File: config.mk
export PLATFORM = sky130hd
export DESIGN_NAME = ser_out_fmt
export DESIGN_NICKNAME = d
export VERILOG_FILES = /design/src/rtl/sof_pkg.sv /design/src/rtl/sof_clkdiv.sv /design/src/rtl/sof_slot_map.sv /design/src/rtl/sof_pin_mux.sv /design/src/rtl/ser_out_fmt.sv
export SDC_FILE = /design/constraint.sdc
export NUM_CORES = 1
export LEC_CHECK = 0
export BUFFER_PORTS_ARGS = -buffer_cell sky130_fd_sc_hd__buf_2
export CAP_MARGIN = 20
export CORE_MARGIN = 4
export CORE_UTILIZATION = 45
export CTS_BUF_LIST = sky130_fd_sc_hd__clkbuf_4
export DETAILED_ROUTE_END_ITERATION = 10
export PLACE_DENSITY = 0.75
export SLEW_MARGIN = 20
export SYNTH_ARGS = -nofsm -noshare
export SYNTH_HDL_FRONTEND = slang
export SYNTH_SLANG_ARGS = --single-unit
File: constraint.sdc
create_clock -name clk -period 8.5 [get_ports clk]
set_input_delay 0.425 -clock clk [delete_from_list [all_inputs] [get_ports clk]]
set_output_delay 0.425 -clock clk [all_outputs]
set_load 0.02 [all_outputs]
File: src/rtl/sof_pkg.sv
package sof_pkg;

   typedef enum logic [1:0] {
      ORD_PAIRS = 2'd0,
      ORD_CPLX  = 2'd1,
      ORD_GROUP = 2'd2,
      ORD_GRP2  = 2'd3
   } ord_e;

   // log2 of the active stream count for a stream-count field value
   function automatic logic [1:0] stream_shift(input logic [1:0] fld);
      case (fld)
         2'd0:    return 2'd0;
         2'd1:    return 2'd1;
         default: return 2'd2;
      endcase
   endfunction

endpackage

File: src/rtl/sof_clkdiv.sv
module sof_clkdiv #(
   parameter int RATE_W = 4
) (
   input  logic              clk,
   input  logic              rst_n,
   input  logic [RATE_W-1:0] rate,
   output logic              tick
);

   logic [RATE_W-1:0] cnt;

   assign tick = (cnt >= rate);

   always_ff @(posedge clk or negedge rst_n) begin
      if (!rst_n)    cnt <= '0;
      else if (tick) cnt <= '0;
      else           cnt <= cnt + 1'b1;
   end

endmodule

File: src/rtl/sof_slot_map.sv
module sof_slot_map
   import sof_pkg::*;
#(
   parameter int WORD_W = 16,
   parameter int NUM_CH = 4,
   parameter int SLOT_W = 3
) (
   input  ord_e                     ord,
   input  logic [SLOT_W-1:0]        slot,
   input  logic [NUM_CH*WORD_W-1:0] smp_i,
   input  logic [NUM_CH*WORD_W-1:0] smp_q,
   input  logic [NUM_CH-1:0]        ch_on,
   output logic [WORD_W-1:0]        word
);

   localparam int CH_W = $clog2(NUM_CH);

   logic [CH_W-1:0] ch;
   logic            isq;

   always_comb begin
      case (ord)
         ORD_PAIRS: begin ch = slot[2:1];           isq = slot[0]; end
         ORD_CPLX:  begin ch = {slot[2], slot[0]}; isq = slot[1]; end
         default:   begin ch = slot[1:0];           isq = slot[2]; end
      endcase
      if (!ch_on[ch])  word = '0;
      else if (isq)    word = smp_q[ch*WORD_W +: WORD_W];
      else             word = smp_i[ch*WORD_W +: WORD_W];
   end

endmodule

File: src/rtl/sof_pin_mux.sv
module sof_pin_mux #(
   parameter int NUM_PINS = 4,
   parameter int NUM_STM  = 4
) (
   input  logic [NUM_STM-1:0]           stm_dat,
   input  logic [NUM_STM-1:0]           stm_fs,
   input  logic [NUM_PINS-1:0]          nib_dat,
   input  logic                         nib_fs,
   input  logic                         nib_mode,
   input  logic [NUM_PINS*$clog2(NUM_STM)-1:0] sel_cfg,
   output logic [NUM_PINS-1:0]          pin_dat,
   output logic [NUM_PINS-1:0]          pin_fs
);

   localparam int SEL_W = $clog2(NUM_STM);

   logic rev;
   assign rev = (sel_cfg[SEL_W-1:0] == SEL_W'(1));

   for (genvar k = 0; k < NUM_PINS; k++) begin : g_pin
      logic [SEL_W-1:0] sel;
      assign sel = sel_cfg[k*SEL_W +: SEL_W];
      assign pin_dat[k] = nib_mode ? (rev ? nib_dat[NUM_PINS-1-k] : nib_dat[k])
                                   : stm_dat[sel];
      assign pin_fs[k]  = nib_mode ? nib_fs : stm_fs[sel];
   end

endmodule

File: src/rtl/ser_out_fmt.sv
module ser_out_fmt
   import sof_pkg::*;
#(
   parameter int WORD_W = 16,
   parameter int NUM_CH = 4,
   parameter int RATE_W = 4
) (
   input  logic                     clk,
   input  logic                     rst_n,
   input  logic [7:0]               clk_cfg,
   input  logic [7:0]               mux_cfg,
   input  logic                     nibble_en,
   input  logic [NUM_CH-1:0]        ch_en,
   input  logic                     smp_valid,
   input  logic [NUM_CH*WORD_W-1:0] smp_i,
   input  logic [NUM_CH*WORD_W-1:0] smp_q,
   output logic                     sck_en,
   output logic [3:0]               pin_dat,
   output logic [3:0]               pin_fs
);

   localparam int NUM_STM  = 4;
   localparam int NUM_PINS = 4;
   localparam int SLOTS    = 2 * NUM_CH;
   localparam int SLOT_W   = $clog2(SLOTS);
   localparam int BIT_W    = $clog2(WORD_W);
   localparam int NIB_PER  = WORD_W / 4;
   localparam int NIB_W    = $clog2(NIB_PER);
   localparam logic [BIT_W-1:0]  BIT_TOP = BIT_W'(WORD_W - 1);
   localparam logic [BIT_W-1:0]  NIB_TOP = BIT_W'(NIB_PER - 1);
   localparam logic [SLOT_W-1:0] SLOT_TOP = SLOT_W'(SLOTS - 1);

   if (NUM_CH != 4) begin : g_bad_ch
      $error("ser_out_fmt: order modes are defined for exactly four channels");
   end
   if (WORD_W < 8 || (WORD_W & (WORD_W - 1)) != 0) begin : g_bad_w
      $error("ser_out_fmt: WORD_W must be a power of two of at least 8");
   end
   if (RATE_W > 8) begin : g_bad_rate
      $error("ser_out_fmt: RATE_W exceeds the configuration byte");
   end

   logic                     tick;
   logic                     busy;
   logic [BIT_W-1:0]         bit_pos;
   logic [SLOT_W-1:0]        wrd_pos;
   logic [NUM_CH*WORD_W-1:0] i_q, q_q;
   logic [NUM_CH-1:0]        en_q;
   ord_e                     ord_q;
   logic [1:0]               scnt_q;
   logic                     nib_q;
   logic [7:0]               mux_q;

   logic [1:0]               sh;
   logic [BIT_W-1:0]         last_bit;
   logic [SLOT_W-1:0]        last_wrd;
   logic [NUM_STM-1:0]       stm_dat, stm_fs;
   logic [WORD_W-1:0]        word0;
   logic [WORD_W-1:0]        nib_sh;
   logic [3:0]               mux_dat, mux_fs;

   sof_clkdiv #(.RATE_W(RATE_W)) u_div (
      .clk  (clk),
      .rst_n(rst_n),
      .rate (clk_cfg[RATE_W-1:0]),
      .tick (tick)
   );

   assign sh       = nib_q ? 2'd0 : stream_shift(scnt_q);
   assign last_bit = nib_q ? NIB_TOP : BIT_TOP;
   assign last_wrd = SLOT_TOP >> sh;

   for (genvar s = 0; s < NUM_STM; s++) begin : g_stm
      logic [SLOT_W-1:0] slot;
      logic [WORD_W-1:0] word;
      logic              act;
      assign slot = (wrd_pos << sh) | SLOT_W'(s);
      assign act  = (sh == 2'd2) ? 1'b1 : (sh == 2'd1) ? (s < 2) : (s == 0);
      sof_slot_map #(.WORD_W(WORD_W), .NUM_CH(NUM_CH), .SLOT_W(SLOT_W)) u_map (
         .ord  (ord_q),
         .slot (slot),
         .smp_i(i_q),
         .smp_q(q_q),
         .ch_on(en_q),
         .word (word)
      );
      assign stm_dat[s] = act & word[BIT_TOP - bit_pos];
      assign stm_fs[s]  = act & (bit_pos == '0);
   end

   assign word0  = g_stm[0].word;
   assign nib_sh = word0 << {bit_pos[NIB_W-1:0], 2'b00};

   sof_pin_mux #(.NUM_PINS(NUM_PINS), .NUM_STM(NUM_STM)) u_mux (
      .stm_dat (stm_dat),
      .stm_fs  (stm_fs),
      .nib_dat (nib_sh[WORD_W-1 -: 4]),
      .nib_fs  (bit_pos == '0),
      .nib_mode(nib_q),
      .sel_cfg (mux_q),
      .pin_dat (mux_dat),
      .pin_fs  (mux_fs)
   );

   always_ff @(posedge clk or negedge rst_n) begin
      if (!rst_n) begin
         busy    <= 1'b0;
         bit_pos <= '0;
         wrd_pos <= '0;
         i_q     <= '0;
         q_q     <= '0;
         en_q    <= '0;
         ord_q   <= ORD_PAIRS;
         scnt_q  <= '0;
         nib_q   <= 1'b0;
         mux_q   <= '0;
         sck_en  <= 1'b0;
         pin_dat <= '0;
         pin_fs  <= '0;
      end else begin
         sck_en <= tick;
         if (!busy && smp_valid) begin
            busy    <= 1'b1;
            bit_pos <= '0;
            wrd_pos <= '0;
            i_q     <= smp_i;
            q_q     <= smp_q;
            en_q    <= ch_en | NUM_CH'(1);
            ord_q   <= ord_e'(clk_cfg[7:6]);
            scnt_q  <= clk_cfg[5:4];
            nib_q   <= nibble_en;
            mux_q   <= mux_cfg;
         end
         if (tick) begin
            if (busy) begin
               pin_dat <= mux_dat;
               pin_fs  <= mux_fs;
               if (bit_pos == last_bit) begin
                  bit_pos <= '0;
                  if (wrd_pos == last_wrd) begin
                     busy    <= 1'b0;
                     wrd_pos <= '0;
                  end else begin
                     wrd_pos <= wrd_pos + 1'b1;
                  end
               end else begin
                  bit_pos <= bit_pos + 1'b1;
               end
            end else begin
               pin_dat <= '0;
               pin_fs  <= '0;
            end
         end
      end
   end

endmodule

Word level (Yosys, flattened, before mapping)

Index checks and enable logic that the tools add are counted.

Shifts and indexed selects: 11
$lt $le $gt $ge: 10
Div/mod/pow operators: 0
$add $sub $neg: 4
Reduce and logical (&&, ||, !) cells: 6
Multiply operators: 0
Bitwise logic cells: 5
Equality and inequality tests: 7
Multiplexer cells: 83

Operators with widths:

| cell                                                                 | number |
|---|---|
| 64-bit by 7-bit variable part select with 16-bit output              | 8 |
| 16-bit 2-to-1 mux                                                    | 8 |
| 1-bit 2-to-1 mux                                                     | 37 |
| 4-bit 2-to-1 mux                                                     | 8 |
| 1-bit binary-select mux with 2-bit select                            | 12 |
| 2-bit by 3-bit < comparator with 1-bit output, second input constant | 8 |
| 1-bit binary-select mux with 4-bit select                            | 4 |
| 2-bit one-hot mux with 2 select lines                                | 4 |
| 16-bit by 4-bit left shift with 16-bit output                        | 1 |
| 3-bit 2-to-1 mux                                                     | 5 |
| 4-bit by 1-bit adder with 4-bit output, second input constant        | 2 |
| 2-bit by 1-bit == test with 1-bit output, second input constant      | 4 |
| 1-bit one-hot mux with 2 select lines                                | 3 |
| 1-bit AND                                                            | 5 |
| 4-bit by 5-bit < comparator with 1-bit output, second input constant | 1 |
| 4-bit == test                                                        | 1 |
| 4-bit greater-or-equal comparator                                    | 1 |
| 2-bit logical NOT                                                    | 2 |
| 4-bit logical NOT                                                    | 1 |
| 2-bit 2-to-1 mux                                                     | 2 |
| 4-bit subtractor, first input constant                               | 1 |
| 3-bit by 1-bit adder with 3-bit output, second input constant        | 1 |
| 3-bit == test                                                        | 1 |
| 3-bit by 2-bit left shift with 3-bit output                          | 1 |
| other kinds (5)                                                      | 5 |

Word-level logic and storage cells: 140
Flip-flop bits (word level): 166
ROM bits: 0
Latch bits: 0
Input bits: 152
Memories kept: 0
RAM bits: 0
Output and inout port bits: 9

Depth between registers and ports, before layout

Gate-level depths: netlist of the first run.

Word-level depth: 15
Mapped depth: 16
Gate-level depth less buffers: 12

Modules after synthesis

A second synthesis of the first run with hierarchy kept.

Cell total of the unflattened synthesis: 2584
Area total of the unflattened synthesis: 18142.4 µm²

Modules (own cells, without submodules):

| module       | cells each | area an instance (µm²) | times used |
|---|---|---|---|
| sof_slot_map | 434        | 2627.5                 | 4 |
| ser_out_fmt  | 772        | 6969.2                 | 1 |
| sof_pin_mux  | 49         | 379.1                  | 1 |
| sof_clkdiv   | 27         | 284.0                  | 1 |

Least setup slack after synthesis of the first run

No wires, ideal clock.

Path type: reg2reg
Start point: reg wrd_pos[1]
End point: reg pin_dat[0]
Library setup time: 0.140 ns
Period minus slack after synthesis: 3.158 ns
Path buffers: 4
Arrival time: 3.018 ns
Cell stages (with the launch flop): 16
Required time: 8.360 ns
Setup slack: 5.342 ns
Path through: dfrtp_1 buf_6 or4b_4 o211ai_4 buf_6 buf_8 buf_8 nor3_1 a2111oi_1 a32oi_1 a32oi_1 o211ai_1 a22oi_1 nor3_1 a211oi_1 o311ai_1

Word-level cells in the longest chain between the ends: 12

RTL lines:

| item                                                                                  | line                                   | text |
|---|---|---|
| from (decl)                                                                           | ser_out_fmt.sv:46                      | `logic [SLOT_W-1:0] wrd_pos;` |
| from (signal assigned)                                                                | ser_out_fmt.sv:144                     | `wrd_pos <= wrd_pos + 1'b1;` |
| 3-bit by 2-bit left shift with 3-bit output (*)                                       | ser_out_fmt.sv:77                      | `assign slot = (wrd_pos << sh) \| SLOT_W'(s);` |
| 2-bit one-hot mux with 2 select lines or 2-bit 2-to-1 mux (tied branches)             | sof_slot_map.sv:22                     | `case (ord)` |
| 64-bit by 7-bit variable part select with 16-bit output, or another cell as far along | sof_slot_map.sv:29                     | `else word = smp_i[ch*WORD_W +: WORD_W];` |
| 16-bit 2-to-1 mux or 1-bit 2-to-1 mux (tied branches)                                 | sof_slot_map.sv:28, sof_slot_map.sv:27 |  |
| 16-bit 2-to-1 mux                                                                     | sof_slot_map.sv:27                     | `if (!ch_on[ch]) word = '0;` |
| 1-bit binary-select mux with 4-bit select                                             | ser_out_fmt.sv:87                      | `assign stm_dat[s] = act & word[BIT_TOP - bit_pos];` |
| 1-bit 2-to-1 mux (not written as such)                                                | ser_out_fmt.sv:87                      |  |
| 1-bit AND                                                                             | ser_out_fmt.sv:87                      |  |
| 1-bit binary-select mux with 2-bit select                                             | sof_pin_mux.sv:24                      | `: stm_dat[sel];` |
| 1-bit 2-to-1 mux (not written as such)                                                | sof_pin_mux.sv:24                      |  |
| 1-bit 2-to-1 mux (*)                                                                  | sof_pin_mux.sv:23                      | `assign pin_dat[k] = nib_mode ? (rev ? nib_dat[NUM_PINS-1-k] : nib_dat[k])` |
| 4-bit 2-to-1 mux (*)                                                                  | ser_out_fmt.sv:135                     | `if (busy) begin` |
| to (signal assigned)                                                                  | ser_out_fmt.sv:136                     | `pin_dat <= mux_dat;` |
| to (decl)                                                                             | ser_out_fmt.sv:18                      | `output logic [3:0] pin_dat,` |

Every way passes the cells marked *; elsewhere a longest branch is shown, timed or not. The select of a mux whose other input is x is not followed.
A chain may end at the register's enable or synchronous reset.

Worst setup path after layout of the first run

Start point: reg nib_q
End point: reg pin_dat[0]

Word-level cells in the longest chain between the ends: 13

RTL lines:

| item                                                                                  | line                                   | text |
|---|---|---|
| from (decl)                                                                           | ser_out_fmt.sv:51                      | `logic nib_q;` |
| from (signal assigned)                                                                | ser_out_fmt.sv:131                     | `nib_q <= nibble_en;` |
| 2-bit 2-to-1 mux                                                                      | ser_out_fmt.sv:69                      | `assign sh = nib_q ? 2'd0 : stream_shift(scnt_q);` |
| 3-bit by 2-bit left shift with 3-bit output                                           | ser_out_fmt.sv:77                      |  |
| 2-bit one-hot mux with 2 select lines or 2-bit 2-to-1 mux (tied branches)             | sof_slot_map.sv:22                     |  |
| 64-bit by 7-bit variable part select with 16-bit output, or another cell as far along | sof_slot_map.sv:29                     |  |
| 16-bit 2-to-1 mux or 1-bit 2-to-1 mux (tied branches)                                 | sof_slot_map.sv:28, sof_slot_map.sv:27 |  |
| 16-bit 2-to-1 mux                                                                     | sof_slot_map.sv:27                     |  |
| 1-bit binary-select mux with 4-bit select                                             | ser_out_fmt.sv:87                      |  |
| 1-bit 2-to-1 mux (not written as such)                                                | ser_out_fmt.sv:87                      |  |
| 1-bit AND                                                                             | ser_out_fmt.sv:87                      |  |
| 1-bit binary-select mux with 2-bit select                                             | sof_pin_mux.sv:24                      |  |
| 1-bit 2-to-1 mux (not written as such)                                                | sof_pin_mux.sv:24                      |  |
| 1-bit 2-to-1 mux (*)                                                                  | sof_pin_mux.sv:23                      |  |
| 4-bit 2-to-1 mux (*)                                                                  | ser_out_fmt.sv:135                     |  |

Marks and branches as above.

==> results of run 1 <==
## where the power goes
group	switching (uW)	internal, uW	total (uW)
combinational	1380	670	2050
clock	332	247	579
sequential	220	907	1130
total	1930	1820	3750
## logic make-up after synthesis
| kind of cell | Yosys count | synth area share [%] |
|---|---|---|
| compound gates | 389 | 22.9 |
| buf+inv | 163 | 6.29 |
| fa+ha+maj | 11 | 1.12 |
| flops | 166 | 33.9 |
| mux | 86 | 7.71 |
| xor+xnor | 6 | 0.429 |
| simple gates | 779 | 27.6 |
## stage by stage
step,util [%],instance area (sq um),worst slack [ps],power [uW]
2_1_floorplan,-,12300,5340,2320
3_3_place_gp,48.8,13100,3460,2990
3_5_place_dp,48.8,13100,3460,3010
4_1_cts,54.3,14600,3430,3630
5_1_grt,54.3,14600,3130,3880
6_report,54.3,14600,2930,3750
## layout make-up
cell class | count | area share, %
Multi-Input combinational cell | 1271 | 50.4
Sequential cell | 166 | 28.5
Timing Repair Buffer | 306 | 15.0
Tap cell | 341 | 2.92
Clock inverter | 14 | 1.45
Clock buffer | 18 | 0.926
Inverter | 30 | 0.772
Antenna cell | 1 | 0.0171
## registers in the layout, indices dropped and copies added, names as in the netlist
signal,cells
u_div.cnt,4
pin_fs,4
mux_q,8
nib_q,1
en_q,4
i_q,64
bit_pos,4
busy,1
wrd_pos,3
sck_en,1
q_q,64
scnt_q,2
pin_dat,4
ord_q,2
## layout by cell type (no fill, tap or decap), drive strengths merged, types with 7 or more instances in the layout
cell type and n:
nand2 527, buf 192, dfrtp 166, dlygate4sd3 114, o21ai 76, mux2i 61, a21oi 60, nor2 56
nand3 46, a211oi 44, and3 39, nor3 39, inv 37, o211ai 34, a31oi 29, mux2 21
nand4 19, clkbuf 18, o2111ai 14, o31ai 12, ha 11, a2111oi 11, nor4 9, o311ai 9
o22ai 8, a32oi 7, or3 7, a221oi 7, nor2b 7
## layer usage
metal  global-route usage (%)  up-vias  wire [um]
met5                        0        -          0
met4                     21.1        0       3740
met3                     10.0      240       6360
met2                     53.4     1011      23700
met1                     44.8     6605      20500
li1                         -     6123          -
## worst paths after layout
path | start | endpoint | slack (ps) | cells after the start
max reg2reg | nib_q | pin_dat[0] | 2930 | 13
min | smp_q[3] | q_q[3] | 20 | 3
max | nib_q | pin_dat[0] | 2930 | 13
max in group asynchronous | rst_n | pin_dat[3] | 6590 | 3
min reg2reg | i_q[14] | i_q[14] | 500 | 2
min in group asynchronous | rst_n | q_q[39] | 440 | 2
## timing repair
item / 4_1_cts / 5_1_grt
endpoints found under the hold margin: 204 / 0
gates resized for setup: 0 / 0
hold buffers: 114 / 0
## worst register-to-register path: cells and delay by family (launching register included)
kind | cells | cell delay (ps)
muxes | 1 | 260
DFF | 1 | 910
and+or+nand+nor | 2 | 890
AOI/OAI and AO/OA | 8 | 2760
buffers and inverters | 2 | 680
==> qor.yml, run 1 <==
synth:
  yosys_warnings: 0
  ys_ff_latch: 166
  async_flop_share_pct: 100
  synth_area_sq_um: 12300
  synth-edff-count: 0
  ys_seq_area_share_pct: 33.9
  synth_common_cells: "nand2_1, dfrtp_1, o21ai_0"
  syn_area_per_cell_sq_um: 7.66
  yosysUniqueCellTypes: 95
  synth_ff_type: "dfrtp_1"
  syn-num-nets: 1763
  yosysMostFrequentCell: "nand2_1"
  synth_cells: 1600
  synth.area.top_cells: "dfrtp_1, nand2_1, mux2i_1"
  yosysTopAreaCell: "dfrtp_1"
  synth_top_cell_area_share_pct: 33.9
layout:
  layout.area.seq_sq_um: 4160
  fill_cells: 2559
  nets: 1955
  drive_gt1_share_pct: 16.1
  final_cells: 2147
  multi_input_area_sq_um: 7360
  syn_to_final_growth_pct: 19.1
timing:
  fin_tns_setup_ps: 0
  hold_violations: 0
  period_minus_slack_ps: 5570
  max_freq_mhz: 180
  rsz0062_at_grt: "no"
  hold_slack_ps: 21.0
  finClkSkew_ps: 32.1
  finalMaxSlewViolations: 0
  slew_headroom_pct: 21.8
  finalCritPeriodShare_pct: 65.5
  tightestPinTransition_ps: 1170
  setup-violations-final: 0
place:
  portBuffers: 159
  placedCellCount: 2000
  place.gp.congestion: 1.08
  hpwl_um: 36100
routing:
  drtIter0Drc: 1994
  vias: 13979
  antenna_left: 0
  route.detailed.drc: 0
  wl_um: 54300
  wire_per_inst_um: 25.3
  vias_per_cell: 6.51
  drt-pass1-iter-count: 6
status:
  status: "completed"
clock_network:
  cts.path.max_buffers: 2
  clk-insertion-delay-late_ps: 620
  h-tree-depth: 4
  numCtsBuffers: 17
  cts_tree: "yes"
  clock-sinks: 166
  clockRootBuffer: "clkbuf_4"
  cts_setup_buffers: 0
  cts.reportedPaths.clkPinSlew_ps: 160
job:
  cap_violations: 0
floorplan:
  design.die.area_sq_um: 29900
  core_sq_um: 26900
  die_h_um: 173
  die_w_um: 173
  num_rows: 60
  initial_core_util_pct: 45.6
  num_io_pins: 161
worst_setup_path:
  worstPathArrival_ps: 6090
  start_kind: "flop"
  crit_chain: "o21bai_4, a221oi_4, buf_4, mux2i_2, buf_4, nand2_1, o21ai_0, a21oi_1, a2111oi_0, a22oi_1, nor3_1, a211oi_1, o311ai_1"
  cpMaxStageDelayCell: "dfrtp_1"
  crit_family: "compound AO/OA/AOI/OAI gates"
  path_class: "reg -> reg"
  cpMostUsedCell: "buf_4"
  crit_buf_inv: 2
  critPathMaxFanout: 43
  critPathCaptureType: "flop"
  cp_data_required_time_ps: 9020
  slowest_delay_ps: 910
grt:
  antenna_found_initial: 1
  grt_max_degree: 95
  gr-total-overflow: 0
  grt_pass1_wl_um: 82000
  grt_pass1_vias: 13463
  grt_usage_pct: 35.2
power:
  p_per_area_nw_per_um2: 257
  p_leak_uw: 0.00672
  vdd_ir_drop_max_uv: 171
hold_path:
  hold_class: "in -> reg"
Note: power is estimated with default switching activity, not from simulation.
==> inputs of run 2 (changes only) <==
- ABC_AREA: unset -> 1
- clock period: 8.5 -> 5.4 ns (I/O delays scaled with it)
==> qor.yml, run 2 <==
status:
  status: "completed"
worst_setup_path:
  path_class: "reg -> reg"
  start_kind: "flop"
  critPathMaxFanout: 102  # +140%
  worstPathArrival_ps: 4840  # -1250 ps
  cp_data_required_time_ps: 5940  # -3080 ps
  critPathCaptureType: "flop"
  r2r_slack_ps: 1090  # -1840 ps
timing:
  rsz0062_at_grt: "no"
  finClkSkew_ps: 21.8  # -10.4 ps
  worst_slack_ps: 1090  # -1840 ps
  fin_tns_setup_ps: 0  # unchanged
  period_minus_slack_ps: 4310  # -1260 ps
  hold_slack_ps: 101  # +80.3 ps
  slew_headroom_pct: 27.5  # +5.7 points
  max_freq_mhz: 232  # +29%
  hold_violations: 0  # unchanged
  tightestPinTransition_ps: 1090  # -83.7 ps
  finalCritPeriodShare_pct: 79.7  # +14 points
  setup-violations-final: 0  # unchanged
  finalMaxSlewViolations: 0  # unchanged
power:
  p_comb_share_pct: 54.4  # about the same
  power_uw: 4960  # +32%
  p_leak_uw: 0.00728  # +8.3%
  power_switching_uw: 2440  # +27%
  internal-power_uw: 2520  # +38%
  vdd_ir_drop_max_uv: 224  # +31%
  p_per_area_nw_per_um2: 346  # +34%
  power_frac_seq_pct: 30.3  # +0.3 points
  pwr-share-clk_pct: 15.3  # about the same
  p_sw_share_pct: 49.3  # -2.1 points
synth:
  yosys_warnings: 0  # unchanged
  async_flop_share_pct: 100  # unchanged
  ys_seq_area_share_pct: 35.1  # +1.2 points
  synth_area_sq_um: 11800  # -3.3%
  yosysTopAreaCell: "dfrtp_1"
  synth_top_cell_area_share_pct: 35.1  # +1.2 points
  yosysMostFrequentCell: "nand2_1"
  synth_cells: 1858  # +16%
  synth.area.top_cells: "dfrtp_1, nand2_1, nand3_1"
  syn_area_per_cell_sq_um: 6.38  # -17%
  synth_ff_type: "dfrtp_1"
  synth_common_cells: "nand2_1, nand3_1, dfrtp_1"
  yosysUniqueCellTypes: 38  # -60%
  synth-edff-count: 0  # unchanged
  ys_ff_latch: 166  # unchanged
  syn-num-nets: 2021  # +15%
clock_network:
  clk-insertion-delay-late_ps: 600  # -20 ps
  cts.reportedPaths.clkPinSlew_ps: 140  # -20 ps
  cts_tree: "yes"
  clock-sinks: 166  # unchanged
  numCtsBuffers: 17  # unchanged
  h-tree-depth: 4  # unchanged
  cts.path.max_buffers: 2  # unchanged
  ctsResizeCount: 0  # unchanged
  clockRootBuffer: "clkbuf_4"
grt:
  antenna_found_initial: 1  # unchanged
  gr-total-overflow: 0  # unchanged
  grt_usage_pct: 30.0  # -5.2 points
  grt_pass1_wl_um: 69300  # -16%
  grt_pass1_vias: 13036  # -3.2%
  grt_max_degree: 268  # +180%
floorplan:
  core_sq_um: 26000  # -3.3%
  die_h_um: 170  # -1.6%
  die_w_um: 170  # -1.6%
  num_rows: 59  # -1.7%
  num_io_pins: 161  # unchanged
  design.die.area_sq_um: 29000  # -3.2%
  initial_core_util_pct: 45.6  # about the same
layout:
  fill_cells: 2507  # -2.0%
  final_common_cell: "nand2_1"
  final_area_sq_um: 14300  # -1.7%
  largestRegisters: "i_q (64), q_q (64), mux_q (8)"
  nets: 2240  # +15%
  syn_to_final_growth_pct: 21.1
  drive_gt1_share_pct: 11.7  # -4.4 points
  layout_common_cells: "nand2_1, nand3_1, dfrtp_1"
routing:
  antenna_left: 0  # unchanged
  drtIter0Drc: 1664  # -17%
  wl_um: 43800  # -19%
  wire_per_inst_um: 18.1  # -29%
  drt-pass1-iter-count: 8  # +2
  vias: 13513  # -3.3%
  vias_per_cell: 5.57  # -14%
  route.detailed.drc: 0  # unchanged
place:
  hpwl_um: 28400  # -21%
  portBuffers: 159  # unchanged
  dp_slack_ps: 1300  # -2160 ps
  place.gp.congestion: 0.973  # -10%
  place_area_sq_um: 12600  # -3.7%
job:
  cap_violations: 0  # unchanged
hold_path:
  hold_class: "in -> reg"
[run 2: cell count changes in the layout (fill, tap and decap cells not counted), moves of 38 or more]
cell      delta
nand3_1    +367
inv_1      +137
nand2_1    +126
o21ai_0     +84
mux2i_1     -59
a21oi_1     -42
and3_1      -39
a211oi_1    -38
nor3_1      -38
[run 2: worst max-delay path, cell delays in order, from the launching register on]
cell	delay, ps
dfrtp_1	460
inv_2	260
nand3_2	190
nand2_1	120
nand3_2	130
nand3_4	370
buf_4	880
inv_1	380
nand2_1	150
o2111ai_1	130
nand2_1	110
nand2_1	60
nand2_1	100
inv_1	50
nand2_1	60
nand2_1	40
nand2_1	170
nand3_1	100
nand2_1	70
inv_1	40
nand2_1	60
nand2_1	60
nand2_1	60
nand2_1	60
nand2_1	60
[run 2: final cells by class]
cell class                 instances  area [sq um]  share of cell area, %
antenna                            1          2.50                 0.0174
timing repair buffer             327          2440                   17.0
multi-input combinational       1385          6390                   44.5
inverter                         180           676                   4.71
clock buffer                      18           135                  0.942
sequential                       166          4150                   29.0
clock inverter                    13           130                  0.907
tap                              335           419                   2.92
[run 2: final timing paths]
kind                       depth (start not counted)    endpoint       start
max in group asynchronous                          3      q_q[6]       rst_n
hold reg to reg                                    2  pin_dat[1]  pin_dat[1]
setup / recovery                                  24  pin_dat[1]       nib_q
setup reg to reg                                  24  pin_dat[1]       nib_q
min in group asynchronous                          2     i_q[26]       rst_n
hold / removal                                     5        busy   smp_valid
[run 2: cells by family after synthesis]
family | after synthesis | share of synthesized area [%]
and+or+nand+nor | 1147 | 41.6
buffers and inverters | 307 | 11.2
AOI/OAI and AO/OA | 221 | 10.6
DFF | 166 | 35.1
adders and majority gates | 11 | 1.16
xor gates and xnor gates | 6 | 0.444
[run 2: timing repair]
action                    CTS  global route
hold endpoints to repair  253             0
hold buffers              145             0
setup buffers               0             0
[run 2: power by group through the flow]
stage / sequential (uW) / combinational [uW] / clock, uW
global route: 1520 / 2970 / 822
detailed placement: 1530 / 2540 / 0
finish: 1500 / 2700 / 759
global placement: 1520 / 2510 / 0
CTS: 1500 / 2640 / 767
floorplan: 1520 / 1810 / 0
[run 2: through the flow]
stage	utilization [%]	cells
after floorplan	-	1858
after global placement	48.6	2248
after detailed placement	48.6	2248
after CTS	55.2	2424
after global routing	55.2	2425
final	55.2	2425
[run 2: layer usage]
metal	routed length, um	track usage [%]
met1	17500	38.9
met2	20800	49.6
met3	3530	4.00
met4	2020	14.3
met5	0	0
